File: config.mk
export PLATFORM = sky130hd
export DESIGN_NAME = tc_timer
export DESIGN_NICKNAME = d
export VERILOG_FILES = /design/src/rtl/tc_pkg.sv /design/src/rtl/tc_ext_sync.sv /design/src/rtl/tc_prescale.sv /design/src/rtl/tc_timer.sv
export SDC_FILE = /design/constraint.sdc
export NUM_CORES = 1
export LEC_CHECK = 0
export BUFFER_PORTS_ARGS = -buffer_cell sky130_fd_sc_hd__buf_2
export CAP_MARGIN = 0
export CORE_MARGIN = 3
export CORE_UTILIZATION = 36
export DETAILED_ROUTE_END_ITERATION = 7
export SLEW_MARGIN = 20
export SYNTH_ARGS = -nofsm -noshare
export SYNTH_HDL_FRONTEND = slang
export SYNTH_SLANG_ARGS = --single-unit
export TNS_END_PERCENT = 5
File: constraint.sdc
create_clock -name clk -period 2.9 [get_ports clk]
set_input_delay 0.145 -clock clk [delete_from_list [all_inputs] [get_ports clk]]
set_output_delay 0.145 -clock clk [all_outputs]
set_load 0.02 [all_outputs]
File: src/rtl/tc_pkg.sv
package tc_pkg;
    typedef enum logic [1:0] {
        SRC_OFF = 2'b00,
        SRC_BUS = 2'b01,
        SRC_FIX = 2'b10,
        SRC_EXT = 2'b11
    } src_e;

    localparam int ADDR_W = 2;
    localparam logic [ADDR_W-1:0] ADDR_CTRL = 2'd0;
    localparam logic [ADDR_W-1:0] ADDR_HI   = 2'd1;
    localparam logic [ADDR_W-1:0] ADDR_LO   = 2'd2;
endpackage

File: src/rtl/tc_ext_sync.sv
module tc_ext_sync (
    input  logic clk,
    input  logic rst_n,
    input  logic ext_in,
    output logic ext_rise
);
    typedef struct packed {
        logic s1;
        logic s2;
        logic prev;
    } sync_t;

    sync_t sy_q, sy_d;

    always_comb begin
        sy_d      = sy_q;
        sy_d.s1   = ext_in;
        sy_d.s2   = sy_q.s1;
        sy_d.prev = sy_q.s2;
    end

    always_ff @(posedge clk or negedge rst_n) begin
        if (!rst_n) sy_q <= '0;
        else        sy_q <= sy_d;
    end

    assign ext_rise = sy_q.s2 & ~sy_q.prev;

    AST_EXT_SRC: assert property (@(posedge clk) disable iff (!rst_n)
        ext_rise |-> $past(ext_in, 2)) else $error("external tick without input two edges back");
    AST_EXT_ONCE: assert property (@(posedge clk) disable iff (!rst_n)
        ext_rise |=> !ext_rise) else $error("external edge gave two ticks");
endmodule

File: src/rtl/tc_prescale.sv
module tc_prescale #(
    parameter int PS_W = 3
) (
    input  logic            clk,
    input  logic            rst_n,
    input  logic            src_tick,
    input  logic            clear,
    input  logic [PS_W-1:0] ps,
    output logic            tick
);
    localparam int DIV_W = (1 << PS_W) - 1;

    logic [DIV_W-1:0] pre_q, pre_d;
    logic [DIV_W-1:0] mask;

    always_comb begin
        mask  = ~({DIV_W{1'b1}} << ps);
        tick  = src_tick && ((pre_q & mask) == mask);
        pre_d = pre_q;
        if (clear)         pre_d = '0;
        else if (src_tick) pre_d = pre_q + 1'b1;
    end

    always_ff @(posedge clk or negedge rst_n) begin
        if (!rst_n) pre_q <= '0;
        else        pre_q <= pre_d;
    end

    AST_PRE_IDLE: assert property (@(posedge clk) disable iff (!rst_n)
        clear |=> (pre_q == '0)) else $error("prescaler not held while source off");
    AST_PRE_NOSRC: assert property (@(posedge clk) disable iff (!rst_n)
        tick |-> src_tick) else $error("prescaled tick without source tick");
endmodule

File: src/rtl/tc_timer.sv
module tc_timer
    import tc_pkg::*;
#(
    parameter int DATA_W = 8,
    parameter int PS_W   = 3
) (
    input  logic              clk,
    input  logic              rst_n,
    input  logic [ADDR_W-1:0] reg_addr,
    input  logic              reg_rd,
    input  logic              reg_wr,
    input  logic [DATA_W-1:0] reg_wdata,
    output logic [DATA_W-1:0] reg_rdata,
    input  logic              fix_tick,
    input  logic              ext_clk
);
    localparam int CNT_W   = 2 * DATA_W;
    localparam int SRC_LSB = PS_W;
    localparam int OVF_BIT = DATA_W - 1;

    typedef struct packed {
        logic [PS_W-1:0]  ps;
        src_e             src;
        logic             ovf;
        logic [CNT_W-1:0] cnt;
        logic [CNT_W-1:0] snap;
        logic             held;
        logic             held_hi;
    } st_t;

    st_t  s_q, s_d;
    logic ext_rise, src_tick, cnt_tick;
    logic rd_hi, rd_lo, rd_ctrl, wr_ctrl, wr_cnt;

    tc_ext_sync u_sync (
        .clk      (clk),
        .rst_n    (rst_n),
        .ext_in   (ext_clk),
        .ext_rise (ext_rise)
    );

    always_comb begin
        unique case (s_q.src)
            SRC_BUS: src_tick = 1'b1;
            SRC_FIX: src_tick = fix_tick;
            SRC_EXT: src_tick = ext_rise;
            default: src_tick = 1'b0;
        endcase
    end

    tc_prescale #(.PS_W(PS_W)) u_pre (
        .clk      (clk),
        .rst_n    (rst_n),
        .src_tick (src_tick),
        .clear    (s_q.src == SRC_OFF),
        .ps       (s_q.ps),
        .tick     (cnt_tick)
    );

    assign rd_ctrl = reg_rd && (reg_addr == ADDR_CTRL);
    assign rd_hi   = reg_rd && (reg_addr == ADDR_HI);
    assign rd_lo   = reg_rd && (reg_addr == ADDR_LO);
    assign wr_ctrl = reg_wr && (reg_addr == ADDR_CTRL);
    assign wr_cnt  = reg_wr && ((reg_addr == ADDR_HI) || (reg_addr == ADDR_LO));

    always_comb begin
        s_d = s_q;
        // read capture: first byte arms, opposite byte releases
        if (rd_hi || rd_lo) begin
            if (!s_q.held) begin
                s_d.held    = 1'b1;
                s_d.held_hi = rd_hi;
                s_d.snap    = s_q.cnt;
            end else if ((s_q.held_hi && rd_lo) || (!s_q.held_hi && rd_hi)) begin
                s_d.held = 1'b0;
            end
        end
        if (cnt_tick) begin
            s_d.cnt = s_q.cnt + 1'b1;
            if (&s_q.cnt) s_d.ovf = 1'b1;
        end
        if (wr_ctrl) begin
            s_d.ps   = reg_wdata[PS_W-1:0];
            s_d.src  = src_e'(reg_wdata[SRC_LSB +: 2]);
            s_d.ovf  = 1'b0;
            s_d.held = 1'b0;
        end
        if (wr_cnt) begin
            s_d.cnt  = '0;
            s_d.held = 1'b0;
        end
    end

    always_ff @(posedge clk or negedge rst_n) begin
        if (!rst_n) s_q <= '0;
        else        s_q <= s_d;
    end

    always_comb begin
        reg_rdata = '0;
        if (rd_ctrl) begin
            reg_rdata[PS_W-1:0]       = s_q.ps;
            reg_rdata[SRC_LSB +: 2]   = s_q.src;
            reg_rdata[OVF_BIT]        = s_q.ovf;
        end else if (rd_hi) begin
            reg_rdata = s_q.held ? s_q.snap[CNT_W-1:DATA_W] : s_q.cnt[CNT_W-1:DATA_W];
        end else if (rd_lo) begin
            reg_rdata = s_q.held ? s_q.snap[DATA_W-1:0] : s_q.cnt[DATA_W-1:0];
        end
    end

    AST_OFF_HOLD: assert property (@(posedge clk) disable iff (!rst_n)
        (s_q.src == SRC_OFF && !wr_cnt) |=> $stable(s_q.cnt)) else $error("count moved with source off");
    AST_STEP_ONE: assert property (@(posedge clk) disable iff (!rst_n)
        (!wr_cnt && !(&s_q.cnt)) |=> (s_q.cnt == $past(s_q.cnt) || s_q.cnt == $past(s_q.cnt) + 1'b1)) else $error("count jumped");
    AST_RELEASE: assert property (@(posedge clk) disable iff (!rst_n)
        (s_q.held && ((s_q.held_hi && rd_lo) || (!s_q.held_hi && rd_hi)) && !rd_ctrl) |=> !s_q.held) else $error("capture not released");
    AST_CTRL_RELEASE: assert property (@(posedge clk) disable iff (!rst_n)
        wr_ctrl |=> !s_q.held) else $error("control write left capture held");
    AST_CNT_CLEAR: assert property (@(posedge clk) disable iff (!rst_n)
        wr_cnt |=> (s_q.cnt == '0 && !s_q.held)) else $error("count write did not clear");
    AST_WRAP_FLAG: assert property (@(posedge clk) disable iff (!rst_n)
        (cnt_tick && (&s_q.cnt) && !wr_cnt && !wr_ctrl) |=> (s_q.ovf && s_q.cnt == '0)) else $error("wrap not flagged");
endmodule

Yosys cells after proc, flatten, opt, wreduce, memory -nomap -nowiden. Index checks and enable logic that the tools add are counted.

Output and inout port bits: 8. Logic and storage cells: 67. Input port bits: 16. Bits in registers: 50.

Bitwise logic cells: 5. Equal/unequal tests: 6. Shift operators: 1. Reduce and logical (&&, ||, !) cells: 22. $add $sub $neg: 2. Muxes and demuxes: 20.

Operators by type and width (count): $mux 8 (4); $mux 17 (1); $add 16x1->16 const B (1); $mux 16 (1); $reduce_and 16->1 (1); $mux 7 (2); $logic_and 1x1->1 (8); $mux 1 (8); $reduce_bool 2->1 (4); $add 7x1->7 const B (1); $and 7x7->7 (1); $eq 7x7->1 (1); $not 7->7 (1); $shl 7x3->7 const A (1); $eq 2x2->1 const B (3); $mux 5 (1); $eq 2x1->1 const B (2); $logic_not 2->1 (2); $mux 2 (2); $reduce_and 2->1 (2); $logic_or 1x1->1 (3); $pmux 1 s3 (1); $reduce_bool 3->1 (1); $not 1->1 (2); 2 further kinds (2).

Logic depth before layout (Yosys ltp).
Depth in word-level cells: 9. Gate-level depth with buffers: 7.

Cells and area by module. Synthesis repeated with hierarchy kept, for this count alone.

Cells, all modules: 235. Area, all modules: 2585.0 µm².

By module, submodules not included: tc_timer (times used 1, area each 2117.0 µm², cells an instance 191); tc_prescale (times used 1, area each 379.1 µm², cells an instance 40); tc_ext_sync (times used 1, area each 88.8 µm², cells an instance 4).

Least setup slack after synthesis. No wires, ideal clock.

Path kind: flip-flop to flip-flop. Start point: register u_sync.sy_q[0] (netlist name). End point: register s_q[31] (netlist name). Path slack: 884 ps. Cell stages (with the launch flop): 7. Clock period less this slack: 2016 ps. Data required time: 2822 ps. Data arrival time: 1938 ps. Library setup time: 78 ps. Cells stage by stage: dfrtp_1 nand2b_1 a31o_1 or4_1 buf_2 or4_1 a21oi_1.

Longest elaborated chain between the ends: 5.

Ends and longest elaborated chain: from (decl) (line tc_ext_sync.sv:13) `sync_t sy_q, sy_d;`; from (signal assigned) (line tc_ext_sync.sv:24) `else sy_q <= sy_d;`; $not 1->1 (line tc_ext_sync.sv:27) `assign ext_rise = sy_q.s2 & ~sy_q.prev;`; $and 1x1->1 (line tc_ext_sync.sv:27); $pmux 1 s3 (line tc_timer.sv:43) `unique case (s_q.src)`; $logic_and 1x1->1 (line tc_prescale.sv:18) `tick = src_tick && ((pre_q & mask) == mask);`; $reduce_bool 2->1 (no source line); to (signal assigned) (line tc_timer.sv:95) `if (!rst_n) s_q <= '0;`; to (signal assigned) (line tc_timer.sv:96) `else s_q <= s_d;`; to (decl) (line tc_timer.sv:31) `st_t s_q, s_d;`.

Every way passes these cells. A chain may end at the register's enable or synchronous reset.

Worst setup path in the final report. Ends and elaborated chain as after synthesis.

==> impl_metrics.env <==
export IMPL_diodes=0
export IMPL_fin_util_pct=42.5
export IMPL_final_max_slew_viol_count=0
export IMPL_die_w_microns=92.1
export IMPL_numCtsBuffers=5
export IMPL_insertion_delay_ns=0.31
export IMPL_cp_end_kind="flip-flop"
export IMPL_die_h_microns=92.1
export IMPL_synth_cells=253
export IMPL_grt_pass1_vias=1935
export IMPL_critPathMaxFanout=10
export IMPL_wl_per_cell_microns=16.0
export IMPL_track_usage_pct=14.6
export IMPL_synthesis_nets=274
export IMPL_synth_xor_area_share_pct=1.64
export IMPL_nets=295
export IMPL_worstPathArrival_ns=2.50
export IMPL_max_freq_ghz=0.439
export IMPL_cts_tree="done"
export IMPL_max_stage_delay_ns=0.68
export IMPL_cp_data_required_time_ns=3.12
export IMPL_vias_per_cell=5.45
export IMPL_ys_seq_elements=50
export IMPL_rsz0062_at_grt="false"
export IMPL_tightest_slew_ns=0.792
export IMPL_synth_edf_count=0
export IMPL_worstPathCellList="nand2b_1 > a31o_1 > or4_1 > or4_1 > a21oi_1"
export IMPL_pin_count=24
export IMPL_crit_type="reg -> reg"
export IMPL_synth_seq_area_share_pct=46.9
export IMPL_synth_compound_area_share_pct=14.1
export IMPL_coreArea_sq_um=6980
export IMPL_powerDensity_nw_per_um2=517
export IMPL_dpl_cell_count=361
export IMPL_finalCritPeriodShare_pct=78.5
export IMPL_cap_violations=0
export IMPL_timing_hold_ws_ns=0.0647
export IMPL_synth_flop_cell="dfrtp_1"
export IMPL_clk_pin_slew_ns=0.09
export IMPL_grt_ovfl_total=0
export IMPL_clock_sinks=50
export IMPL_first_pass_iters=4
export IMPL_tns_ns=0
export IMPL_htreeDepth=2
export IMPL_fin_crit_ns=2.28
export IMPL_synthToLayoutAreaGrowth_pct=11.2
export IMPL_gp_congestion=0.762
export IMPL_async_flop_share_pct=100
export IMPL_numPortBuffers=20
export IMPL_multi_input_area_sq_um=1360
export IMPL_slew_headroom_pct=47.2
export IMPL_drive_gt1_share_pct=19.3
export IMPL_stdcell_count=370
export IMPL_synth_top_family_by_area="simple AND/OR/NAND/NOR gates"
export IMPL_avgSynthCellArea_sq_um=10.5
export IMPL_dieArea_sq_um=8480
export IMPL_fin_area_sq_um=2970
export IMPL_ff_latch_area_sq_um=1250
export IMPL_setup_violations=0
export IMPL_hold_path_class="in -> reg"
export IMPL_antenna_found_initial=0
export IMPL_vdd_ir_drop_max_v=0.000242
export IMPL_synth_simple_area_share_pct=16.5
export IMPL_grt_start_max_net_pins=27
export IMPL_drc_errors=0
export IMPL_critPathLaunchType="flip-flop"
export IMPL_dp_slack_ns=0.645
export IMPL_worst_slack_ns=0.623
export IMPL_fill_cells=688
export IMPL_drtAntennaViolNets=0
export IMPL_skew_ns=0.0109
export IMPL_muxShareOfSynthArea_pct=16.4
export IMPL_placed_area_sq_um=2870
export IMPL_postCtsResizedCells=0
export IMPL_wl_mm=5.92
export IMPL_start_util_pct=38.2
export IMPL_synth_fa_ha_area_share_pct=2.34
export IMPL_cts_max_path_buffers=2
export IMPL_status="finished clean"
export IMPL_ys_types=40
export IMPL_hpwl_mm=4.14
export IMPL_worstRegToRegCells=5
export IMPL_p_leak_nw=1.28
export IMPL_fp_row_count=30
export IMPL_syn_area_sq_um=2670
export IMPL_yosys_warnings=0
export IMPL_cts_root_buf="clkbuf_8"
export IMPL_drt_iter0_markers=80
export IMPL_p_total_mw=1.53
export IMPL_slowest_stage="or4_1"
export IMPL_path_common_cell="or4_1"
export IMPL_finalHoldViolations=0
export IMPL_vias=2015
export IMPL_grt_pass1_wl_mm=9.77
export IMPL_min_delay_path_depth=2
==> cell type report <==
| class | instances | area share, % |
|---|---|---|
| Sequential cell | 50 | 42.2 |
| Tap cell | 96 | 4.05 |
| Timing Repair Buffer | 25 | 4.81 |
| Multi-Input combinational cell | 189 | 45.9 |
| Clock inverter | 1 | 0.253 |
| Clock buffer | 6 | 2.45 |
| Inverter | 3 | 0.380 |
==> final timing paths <==
path                                          startpoint                  endpoint  slack [ns]
worst max-delay path            u_sync.sy_q[0]$_DFF_PN0_       s_q[31]$_DFFE_PN0P_        0.62
worst min-delay path                        reg_wdata[1]       s_q[38]$_DFFE_PN0P_        0.06
worst max register to register  u_sync.sy_q[0]$_DFF_PN0_       s_q[31]$_DFFE_PN0P_        0.62
worst min register to register  u_sync.sy_d[1]$_DFF_PN0_  u_sync.sy_d[0]$_DFF_PN0_        0.35
max in group asynchronous                          rst_n       s_q[33]$_DFFE_PN0P_        1.76
min in group asynchronous                          rst_n        s_q[3]$_DFFE_PN0P_        0.37
==> synthesized netlist by cell type (4+ instances only) <==
cell,number,area (sq um)
a21oi_1,14,70.1
and2_1,4,25.0
clkbuf_1,7,26.3
dfrtp_1,50,1250
ha_1,5,62.6
mux2_2,22,248
mux2i_1,19,190
nand2_1,23,86.3
nand2b_1,6,37.5
nand3_1,8,40.0
nand4_1,7,43.8
nor2_1,12,45.0
nor3_1,4,20.0
o21a_1,9,67.6
o21ai_0,4,20.0
o221ai_1,6,52.6
o31ai_1,9,67.6
or4_1,10,75.1
xor2_1,4,35.0
==> metal layers <==
layer  GRT usage [%]  part of all wire [%]  up-vias
met5               0                     0        -
met4            5.07                   1.3        0
met3            2.79                   4.1        6
met2            23.5                    47       39
met1            19.7                    48      984
li1                -                     -      986
==> sequential cells by signal, indices dropped and copies added (netlist names) <==
name / flops
s_q: 40
u_sync.sy_q: 1
u_sync.sy_d: 2
u_pre.pre_q: 7
==> cell families after synthesis <==
group | count (synthesis)
multiplexers | 41
adder cells (fa/ha/maj) | 5
AND/OR/NAND/NOR | 84
AO/OA/AOI/OAI | 54
buffers and inverters | 14
flip-flops | 50
XOR/XNOR | 5
==> critical path: cells and delay by family, from the launching register on <==
| kind | cells | cell delay [ns] |
|---|---|---|
| and+or+nand+nor | 3 | 1.37 |
| AOI/OAI and AO/OA | 2 | 0.47 |
| DFF | 1 | 0.36 |
==> timing repair <==
action | 4_1_cts | 5_1_grt
setup buffers | 0 | 0
endpoints found under the hold margin | 26 | 0
hold buffers | 2 | 0
==> layout by cell type (no fill, tap or decap), types with 2 or more instances in the layout <==
master,netlist,routed
nand2_1,23,23
a21oi_1,14,14
dfrtp_1,50,50
xor2_1,4,4
or3_1,3,3
o221ai_1,6,6
dlygate4sd3_1,0,2
o22ai_1,2,2
o31ai_1,9,9
a31oi_1,2,2
nand4_1,7,7
mux2i_1,19,19
o21ai_0,4,4
clkbuf_8,0,5
nor4_1,2,2
inv_1,3,3
buf_2,3,20
nor2_1,12,12
nand2b_1,6,6
and2_1,4,4
or4_1,10,10
nand3_1,8,8
o21a_1,9,9
ha_1,5,5
nor3_1,4,4
mux2_2,22,22
buf_4,0,3
==> power by group <==
group          switching (mW)  internal, mW
Clock                   0.220         0.166
Sequential             0.0748         0.757
Combinational           0.187         0.130
Power figures use the tool's default switching activity.
